**src/rtl/tmr_pkg.sv**
```systemverilog
package tmr_pkg;
  typedef enum logic [1:0] {
    A_CTRL = 2'd0,
    A_CNT0 = 2'd1,
    A_CNT1 = 2'd2,
    A_IRQ  = 2'd3
  } addr_e;

  // control register, bit 0 at the bottom
  typedef struct packed {
    logic       tout_sel;  // bit 6
    logic       tout_en;   // bit 5
    logic [1:0] evt;       // bits 4:3
    logic       casc;      // bit 2
    logic [1:0] run;       // bits 1:0
  } ctrl_t;

  localparam int CTRL_W = $bits(ctrl_t);
endpackage

```
**src/rtl/tmr_runsync.sv**
```systemverilog
module tmr_runsync (
  input  logic clk,
  input  logic rst_n,
  input  logic run_req,
  input  logic evt_mode,
  input  logic fall_edge,
  output logic act
);
  // count-clock mode: apply on the falling-edge strobe; event mode: at once
  always_ff @(posedge clk) begin
    if (!rst_n)                    act <= 1'b0;
    else if (evt_mode || fall_edge) act <= run_req;
  end
endmodule

```
**src/rtl/tmr_count.sv**
```systemverilog
module tmr_count #(
  parameter int CW = 8
) (
  input  logic          clk,
  input  logic          rst_n,
  input  logic          rld_we,
  input  logic [CW-1:0] rld_wd,
  input  logic          load_ok,
  input  logic          tick,
  input  logic          wrap_full,
  output logic [CW-1:0] cnt,
  output logic          zero
);
  logic [CW-1:0] rld_q;

  always_ff @(posedge clk) begin
    if (!rst_n)      rld_q <= '0;
    else if (rld_we) rld_q <= rld_wd;
  end

  always_ff @(posedge clk) begin
    if (!rst_n) cnt <= '0;
    else if (tick) begin
      if (cnt == '0) cnt <= wrap_full ? '1 : rld_q;
      else           cnt <= cnt - 1'b1;
    end else if (rld_we && load_ok) begin
      cnt <= rld_wd;
    end
  end

  assign zero = (cnt == '0);
endmodule

```
**src/rtl/tmr_flags.sv**
```systemverilog
module tmr_flags #(
  parameter int N  = 2,
  parameter int PW = 2
) (
  input  logic                   clk,
  input  logic                   rst_n,
  input  logic [N-1:0]           set,
  input  logic [N-1:0]           clr,
  input  logic [N-1:0]           en,
  input  logic [N-1:0][PW-1:0]   prio,
  input  logic [PW-1:0]          lvl,
  output logic [N-1:0]           flag,
  output logic [N-1:0]           irq
);
  // an underflow in the same cycle as a clear keeps the flag
  always_ff @(posedge clk) begin
    if (!rst_n) flag <= '0;
    else        flag <= (flag & ~clr) | set;
  end

  for (genvar i = 0; i < N; i++) begin : g_irq
    assign irq[i] = flag[i] & en[i] & (prio[i] > lvl);
  end
endmodule

```
**src/rtl/tmr_pair.sv**
```systemverilog
module tmr_pair
  import tmr_pkg::*;
#(
  parameter int CW = 8,
  parameter int PW = 2
) (
  input  logic          clk,
  input  logic          rst_n,
  input  logic          cnt_edge_i,
  input  logic          evt_pulse_i,
  input  logic          wr_en_i,
  input  logic [1:0]    addr_i,
  input  logic [CW-1:0] wdata_i,
  output logic [CW-1:0] rdata_o,
  input  logic [PW-1:0] cpu_lvl_i,
  output logic [1:0]    irq_o,
  output logic          tout_o
);
  localparam int NT     = 2;
  localparam int EN_LSB = NT;
  localparam int PR_LSB = 2 * NT;

  ctrl_t                  ctrl_q;
  logic [NT-1:0]          en_q;
  logic [NT-1:0][PW-1:0]  prio_q;
  logic [NT-1:0]          flag;
  logic                   tout_q;

  logic wr_ctrl, wr_irq;
  logic [NT-1:0] src, act, tick, zero, wrap, busy, uf, rld_we, clr;
  logic [CW-1:0] cnt_q [NT];

  assign wr_ctrl   = wr_en_i && (addr_i == A_CTRL);
  assign wr_irq    = wr_en_i && (addr_i == A_IRQ);
  assign rld_we[0] = wr_en_i && (addr_i == A_CNT0);
  assign rld_we[1] = wr_en_i && (addr_i == A_CNT1);
  assign clr       = wr_irq ? wdata_i[NT-1:0] : '0;

  // ---------------- register file ----------------
  always_ff @(posedge clk) begin
    if (!rst_n) begin
      ctrl_q <= '0;
      en_q   <= '0;
      prio_q <= '0;
    end else begin
      if (wr_ctrl) ctrl_q <= ctrl_t'(wdata_i[CTRL_W-1:0]);
      if (wr_irq) begin
        en_q <= wdata_i[EN_LSB +: NT];
        for (int i = 0; i < NT; i++) prio_q[i] <= wdata_i[PR_LSB + i*PW +: PW];
      end
    end
  end

  // ---------------- per-timer run sync and counter ----------------
  for (genvar i = 0; i < NT; i++) begin : g_tmr
    assign src[i] = ctrl_q.evt[i] ? evt_pulse_i : cnt_edge_i;

    tmr_runsync u_sync (
      .clk       (clk),
      .rst_n     (rst_n),
      .run_req   (ctrl_q.run[i]),
      .evt_mode  (ctrl_q.evt[i]),
      .fall_edge (cnt_edge_i),
      .act       (act[i])
    );

    tmr_count #(.CW(CW)) u_cnt (
      .clk       (clk),
      .rst_n     (rst_n),
      .rld_we    (rld_we[i]),
      .rld_wd    (wdata_i),
      .load_ok   (!busy[i]),
      .tick      (tick[i]),
      .wrap_full (wrap[i]),
      .cnt       (cnt_q[i]),
      .zero      (zero[i])
    );
  end

  // ---------------- cascade routing ----------------
  always_comb begin
    tick[0] = src[0] & act[0];
    tick[1] = ctrl_q.casc ? (src[0] & act[0] & zero[0]) : (src[1] & act[1]);
    wrap[0] = ctrl_q.casc & ~zero[1];
    wrap[1] = 1'b0;
    busy[0] = act[0];
    busy[1] = ctrl_q.casc ? act[0] : act[1];
    uf[0]   = src[0] & act[0] & zero[0] & ~ctrl_q.casc;
    uf[1]   = tick[1] & zero[1];
  end

  // ---------------- flags and requests ----------------
  tmr_flags #(.N(NT), .PW(PW)) u_flags (
    .clk   (clk),
    .rst_n (rst_n),
    .set   (uf),
    .clr   (clr),
    .en    (en_q),
    .prio  (prio_q),
    .lvl   (cpu_lvl_i),
    .flag  (flag),
    .irq   (irq_o)
  );

  // ---------------- toggle output ----------------
  always_ff @(posedge clk) begin
    if (!rst_n)                   tout_q <= 1'b0;
    else if (uf[ctrl_q.tout_sel]) tout_q <= ~tout_q;
  end
  assign tout_o = tout_q & ctrl_q.tout_en;

  // ---------------- read mux ----------------
  always_comb begin
    rdata_o = '0;
    unique case (addr_i)
      A_CTRL: begin
        rdata_o[CTRL_W-1:0] = ctrl_q;
        rdata_o[NT-1:0]     = ctrl_q.run | act;
      end
      A_CNT0: rdata_o = cnt_q[0];
      A_CNT1: rdata_o = cnt_q[1];
      A_IRQ: begin
        rdata_o[NT-1:0]        = flag;
        rdata_o[EN_LSB +: NT]  = en_q;
        for (int i = 0; i < NT; i++) rdata_o[PR_LSB + i*PW +: PW] = prio_q[i];
      end
      default: rdata_o = '0;
    endcase
  end
endmodule

```
**config.mk**
```make
export PLATFORM = sky130hd
export DESIGN_NAME = tmr_pair
export DESIGN_NICKNAME = d
export VERILOG_FILES = /design/src/rtl/tmr_pkg.sv /design/src/rtl/tmr_runsync.sv /design/src/rtl/tmr_count.sv /design/src/rtl/tmr_flags.sv /design/src/rtl/tmr_pair.sv
export SDC_FILE = /design/constraint.sdc
export NUM_CORES = 1
export LEC_CHECK = 0
export BUFFER_PORTS_ARGS = -buffer_cell sky130_fd_sc_hd__buf_2
export CORE_UTILIZATION = 59
export CTS_CLUSTER_DIAMETER = 40
export DETAILED_ROUTE_END_ITERATION = 6
export GPL_TIMING_DRIVEN = 0
export PLACE_DENSITY = 0.79
export SLEW_MARGIN = 10
export SYNTH_ARGS = -nofsm -noshare
export SYNTH_HDL_FRONTEND = slang
export SYNTH_HIERARCHICAL = 1
export SYNTH_SLANG_ARGS = --single-unit
```
**constraint.sdc**
```tcl
create_clock -name clk -period 3.07 [get_ports clk]
set_input_delay 0.307 -clock clk [delete_from_list [all_inputs] [get_ports clk]]
set_output_delay 0.307 -clock clk [all_outputs]
set_load 0.1 [all_outputs]
```
==> metrics.yaml, run 1 <==
status:
  status: "completed"
power_and_ir_drop:
  power_frac_clock_pct: 28.5
  max-vdd-ir-drop_mv: 0.262
  pwr-share-comb_pct: 21.7
  power_density_mw_per_mm2: 431
  p_leak_nw: 1.33
  swShare_pct: 31.1
  p_int_mw: 0.969
  power_switching_mw: 0.438
  seqPwrFrac_pct: 49.8
critical_path:
  critPathMaxStageDelay_ns: 0.50
  cp-start-kind: "register"
  critical-path-slowest-cell: "or4_1"
  path_max_fanout: 8
  crit_chain: "inv_1, ha_1, or4b_1, buf_2, or2_1, inv_2, nor2b_1, or4_1, a311oi_1, nor3_1"
  critPathBufInv: 3
  cp_data_arrival_time_ns: 3.06
  r2r_slack_ns: 0.20
  crit_family: "simple AND/OR/NAND/NOR gates"
  worstPathRequired_ns: 3.26
  endpoint_kind: "register"
  crit_type: "register to register"
logic_synthesis:
  post-synth-top-count-cell: "dfxtp_1"
  synth_common_cells: "dfxtp_1, nor2_1, mux2i_1, nand2_1, o21ai_0"
  synth_area_leaders: "dfxtp_1, mux2i_1, mux2_2"
  synthFlopType: "dfxtp_1"
  synth_cell_type_count: 49
  synth_edf_count: 0
  synthArstFlopShare_pct: 0
  yosysSeqAreaShare_pct: 34.3
  ys_ff_latch: 50
  synth_largest_area_cell: "dfxtp_1"
  postSynthCellCount: 327
  yosysWarnings: 6
  yosysTopAreaCellShare_pct: 34.3
  syn_area_per_cell_sq_um: 8.93
  syn_area_sq_mm: 0.00292
grt:
  grt_first_pass_wirelength_um: 12100
  grt_max_degree: 27
  grt-ovfl-total: 0
  grt_pass1_vias: 2394
  grt.total_usage_pct: 30.8
  antenna_found_initial: 0
floorplan:
  die_x_um: 72.4
  core-area_sq_mm: 0.00475
  die_y_um: 72.4
  die-area_sq_mm: 0.00524
  ios: 28
  row_count: 25
  initial_utilization_pct: 61.4
cells_and_area:
  drive_above_1_share_pct: 18.7
  area_growth_pct: 11.7
  fillers: 410
  num-nets-final: 393
  seqCellArea_sq_mm: 0.00100
  multiInputGateArea_sq_mm: 0.00183
  n_antenna_cell: 0
clock_tree:
  cts_max_path_buffers: 2
  clk_latency_ns: 0.30
  ctsRootBufferMaster: "clkbuf_8"
  clk_pin_slew_ns: 0.09
  cts-buffers-inserted: 5
  tritoncts: "built"
  cts_sinks: 50
  cts_htree_levels: 2
  post_cts.repair.setup_buffers: 0
sta:
  setup_slack_ns: 0.202
  min_period_ns: 2.87
  fin_worst_skew_ns: 0.00603
  relSlewSlack_pct: 58.3
  fin_tns_setup_ns: 0
  fin_hold_ws_ns: 0.272
  finalMaxSlewViolations: 0
  timing.final.crit_share_pct: 93.4
  rsz0062_at_grt: "no"
  hold_violations: 0
  max_freq_mhz: 349
  setup_viol: 0
  tightestPinTransition_ns: 0.624
route:
  drt-pass1-iter-count: 5
  drc_errors: 0
  drtAntennaViolNets: 0
  wirelength_um: 7700
  vias: 2676
  wl_per_cell_um: 17.7
  vias_per_cell: 6.14
  drt_iter0_drc: 188
flow_run:
  cap_violations: 0
place:
  place.gp.congestion: 0.862
  dpl.hpwl_um: 5480
  dp_slack_ns: -0.0524
  port_buffers: 27
min_path:
  hold_path_class: "input port to register"
## path summary, 6_finish.rpt
| kind | startpoint | end | cells after the start |
|---|---|---|---|
| min | cnt_edge_i | g_tmr[1].u_sync/act | 2 |
| max | g_tmr[1].u_cnt/cnt[0] | g_tmr[0].u_cnt/cnt[4] | 10 |
| max reg2reg | g_tmr[1].u_cnt/cnt[0] | g_tmr[0].u_cnt/cnt[4] | 10 |
| min reg2reg | g_tmr[1].u_sync/act | g_tmr[1].u_sync/act | 2 |
## cell usage in the layout (no fill, tap or decap), drive strengths merged, types with 5 or more instances in the layout
cell type  instances
buf               36
mux4               7
inv               13
a21oi             14
mux2i             28
conb               8
o21ai             21
ha                 8
nor2b             10
nand3              5
nor3               5
nand2             22
nor2              37
mux2              13
dfxtp             50
o31ai             14
clkbuf            13
## area by class of cell
cell class              count  share of cell area (%)
clock inverters             1                   0.153
clock buffers               7                    2.65
inverters                  15                    1.73
repair buffers             27                    4.14
flip-flops and latches     50                    30.7
well taps                  67                    2.57
plain buffers              15                    2.15
multi-input cells         254                    55.9
## flip-flops by register name, summed over array words and instances (netlist names)
register / count
ctrl_q: 7
en_q: 2
g_tmr.u_cnt/cnt: 16
g_tmr.u_cnt/rld_q: 16
g_tmr.u_sync/act: 2
prio_q: 4
tout_q: 1
u_flags/flag: 2
## metal layers
metal	up-vias	track usage, %	share of wire (%)
li1	1278	-	-
met1	1262	41.8	45
met2	116	48.8	46
met3	20	5.28	6.3
met4	0	12.4	3.4
met5	-	0	0
## timing repair
action                                  in CTS  in global routing
endpoints found under the setup margin       3                  9
gates resized for setup                      1                  5
hold buffers                                 0                  0
pin swaps                                    0                  0
cloned                                       0                  0
## cell families (layout without fill, tap and decap cells)
group | count (synthesis) | count (layout) | synth area share (%)
mux | 48 | 48 | 20.3
compound gates | 78 | 78 | 17.8
flops | 50 | 50 | 34.3
xor+xnor | 4 | 4 | 1.20
simple gates | 108 | 108 | 18.8
fa+ha+maj | 8 | 8 | 3.43
other cells | 1 | 8 | 0.128
buf+inv | 30 | 65 | 4.15
## power groups by stage
stage	Sequential, mW	Combinational, mW	Clock, mW
final	0.701	0.305	0.402
after detailed placement	0.715	0.297	0
after global placement	0.714	0.290	0
after global routing	0.704	0.330	0.430
after CTS	0.700	0.299	0.405
after floorplan	0.704	0.224	0
## stage by stage
step	cells	instance area (sq um)	total power [mW]	utilization [%]
after floorplan	334	2950	0.928	-
after global placement	428	3170	1.00	66.6
after detailed placement	428	3170	1.01	66.6
after CTS	436	3260	1.40	68.6
after global routing	436	3260	1.46	68.6
final	436	3260	1.41	68.6
(Power assumes the default switching activity.)
==> run 2, diff against run 1 <==
--- a/config.mk
+++ b/config.mk
@@ -5,7 +5,7 @@
 export SDC_FILE = /design/constraint.sdc
 export NUM_CORES = 1
 export LEC_CHECK = 0
-export BUFFER_PORTS_ARGS = -buffer_cell sky130_fd_sc_hd__buf_2
+export BUFFER_PORTS_ARGS = -buffer_cell sky130_fd_sc_hd__buf_4
 export CORE_UTILIZATION = 59
 export CTS_CLUSTER_DIAMETER = 40
 export DETAILED_ROUTE_END_ITERATION = 6
==> run 2 against run 1 <==
Design area grew 1.7%; sequential power about the same; non-clock buffer count stayed put; clock skew is essentially flat; largest power group unchanged.
==> metrics.yaml, run 2 (same netlist as run 1, synthesis figures left out) <==
sta:
  tightestPinTransition_ns: 0.612  # -0.0115 ns
  relSlewSlack_pct: 59.1  # +0.77 points
  min_period_ns: 2.93  # +0.0643 ns
  fin_worst_skew_ns: 0.00638  # +0.000358 ns
  hold_violations: 0  # unchanged
  fin_tns_setup_ns: 0  # unchanged
  timing.final.crit_share_pct: 95.5  # +2.1 points
  rsz0062_at_grt: "no"
  setup_viol: 0  # unchanged
  max_freq_mhz: 341  # -2.2%
  finalMaxSlewViolations: 0  # unchanged
route:
  wirelength_um: 7850  # +2.1%
  wl_per_cell_um: 18.1  # +2.5%
  drc_errors: 0  # unchanged
  drtAntennaViolNets: 0  # unchanged
  drt_iter0_drc: 244  # +30%
  drt-pass1-iter-count: 5  # unchanged
  vias_per_cell: 6.13  # about the same
  vias: 2662  # -0.52%
critical_path:
  reg2reg_depth: 10  # unchanged
  worstPathRequired_ns: 3.27  # about the same
  crit_type: "register to register"
  cp_data_arrival_time_ns: 3.13  # +0.07 ns
  cp-start-kind: "register"
  endpoint_kind: "register"
  path_max_fanout: 8  # unchanged
clock_tree:
  cts-buffers-inserted: 5  # unchanged
  cts_htree_levels: 2  # unchanged
  clk_pin_slew_ns: 0.09  # about the same
  ctsRootBufferMaster: "clkbuf_8"
  cts_sinks: 50  # unchanged
  clk_latency_ns: 0.31  # about the same
  tritoncts: "built"
  cts_max_path_buffers: 2  # unchanged
place:
  dpl_cell_area_sq_mm: 0.00323  # +2.1%
  port_buffers: 27  # unchanged
  dpl.hpwl_um: 5560  # +1.4%
  place.gp.congestion: 0.886  # +2.8%
cells_and_area:
  fillers: 406  # -0.98%
  multiInputGateArea_sq_mm: 0.00183  # unchanged
  area_growth_pct: 13.6
  fin_area_sq_mm: 0.00332  # +1.7%
  seqCellArea_sq_mm: 0.00100  # unchanged
  layout_commonest_cell: "dfxtp_1"
  final_cell_mix: "dfxtp_1, nor2_1, mux2i_1, buf_4, nand2_1"
  n_antenna_cell: 0  # unchanged
  reg.largest.list: "g_tmr.u_cnt/cnt x16, g_tmr.u_cnt/rld_q x16, ctrl_q x7"
  num-nets-final: 393  # unchanged
  drive_above_1_share_pct: 18.3  # -0.44 points
grt:
  grt_pass1_vias: 2408  # +0.58%
  grt-ovfl-total: 0  # unchanged
  grt_max_degree: 27  # unchanged
  grt_first_pass_wirelength_um: 12300  # +1.4%
  grt.total_usage_pct: 31.5  # +0.68 points
  antenna_found_initial: 0  # unchanged
flow_run:
  cap_violations: 0  # unchanged
floorplan:
  die-area_sq_mm: 0.00524  # unchanged
  die_y_um: 72.4  # unchanged
  row_count: 25  # unchanged
  initial_utilization_pct: 61.4  # unchanged
  ios: 28  # unchanged
  die_x_um: 72.4  # unchanged
  core-area_sq_mm: 0.00475  # unchanged
power_and_ir_drop:
  max-vdd-ir-drop_mv: 0.261  # -0.64%
  power_density_mw_per_mm2: 422  # -2.1%
  p_leak_nw: 1.34  # +0.59%
status:
  status: "completed"
min_path:
  whs_path_depth: 2  # unchanged
  hold_path_class: "input port to register"
-- run 2: changes by cell type in the layout (fill, tap and decap cells not counted) --
cell      change
inv_2         -1
inv_1         +1
clkinv_2      -1
clkbuf_1      -1
buf_2        -28
buf_4        +27
clkbuf_2      +2
clkbuf_4      -1
-- run 2: where the power goes --
part | total, mW | internal, mW | switching [mW]
combinational | 0.314 | 0.124 | 0.190
clock | 0.387 | 0.174 | 0.213
sequential | 0.700 | 0.671 | 0.0289
total | 1.40 | 0.969 | 0.432
-- run 2: worst paths after layout --
| path | startpoint | end | slack (ns) |
|---|---|---|---|
| setup / recovery | g_tmr[1].u_cnt/cnt[0] | g_tmr[0].u_cnt/cnt[4] | 0.14 |
| hold reg to reg | prio_q[0] | prio_q[0] | 0.48 |
| setup reg to reg | g_tmr[1].u_cnt/cnt[0] | g_tmr[0].u_cnt/cnt[4] | 0.14 |
| hold / removal | cnt_edge_i | g_tmr[1].u_sync/act | 0.23 |
-- run 2: final cells by class --
class	instances	share of cell area [%]
well taps	67	2.53
inverters	15	1.70
repair buffers	27	6.11
multi-input cells	254	55.0
clock buffers	6	2.49
flip-flops and latches	50	30.2
plain buffers	15	2.04
-- run 2: stage by stage --
step	hold WS, ns	setup slack [ns]	util [%]	power [mW]	instances
2_1_floorplan	0.408	0.119	-	0.928	334
3_3_place_gp	0.461	0.0566	68.0	1.01	428
3_5_place_dp	0.470	-0.0346	68.0	1.02	428
4_1_cts	0.222	0.0689	69.8	1.41	434
5_1_grt	0.238	0.000270	69.8	1.46	434
6_report	0.228	0.138	69.8	1.40	434
-- run 2: critical path, stage by stage, from the launching register on --
cell and delay, ns:
dfxtp_1 0.37, inv_1 0.10, ha_1 0.19, or4b_1 0.42, buf_2 0.17, or2_1 0.30
inv_1 0.21, nor2b_1 0.19, or4_1 0.50, a311oi_1 0.28, nor3_1 0.09
-- run 2: timing repair --
action	in CTS	in global routing
endpoints found under the setup margin	3	8
resized for setup	1	1
setup buffers	0	0
hold buffers	0	0
-- run 2: routing by layer --
metal,vias up,global-route usage (%),routed length [um]
li1,1271,-,-
met1,1229,42.3,3430
met2,137,50.2,3540
met3,25,4.72,578
met4,0,14.2,305
met5,-,0,0
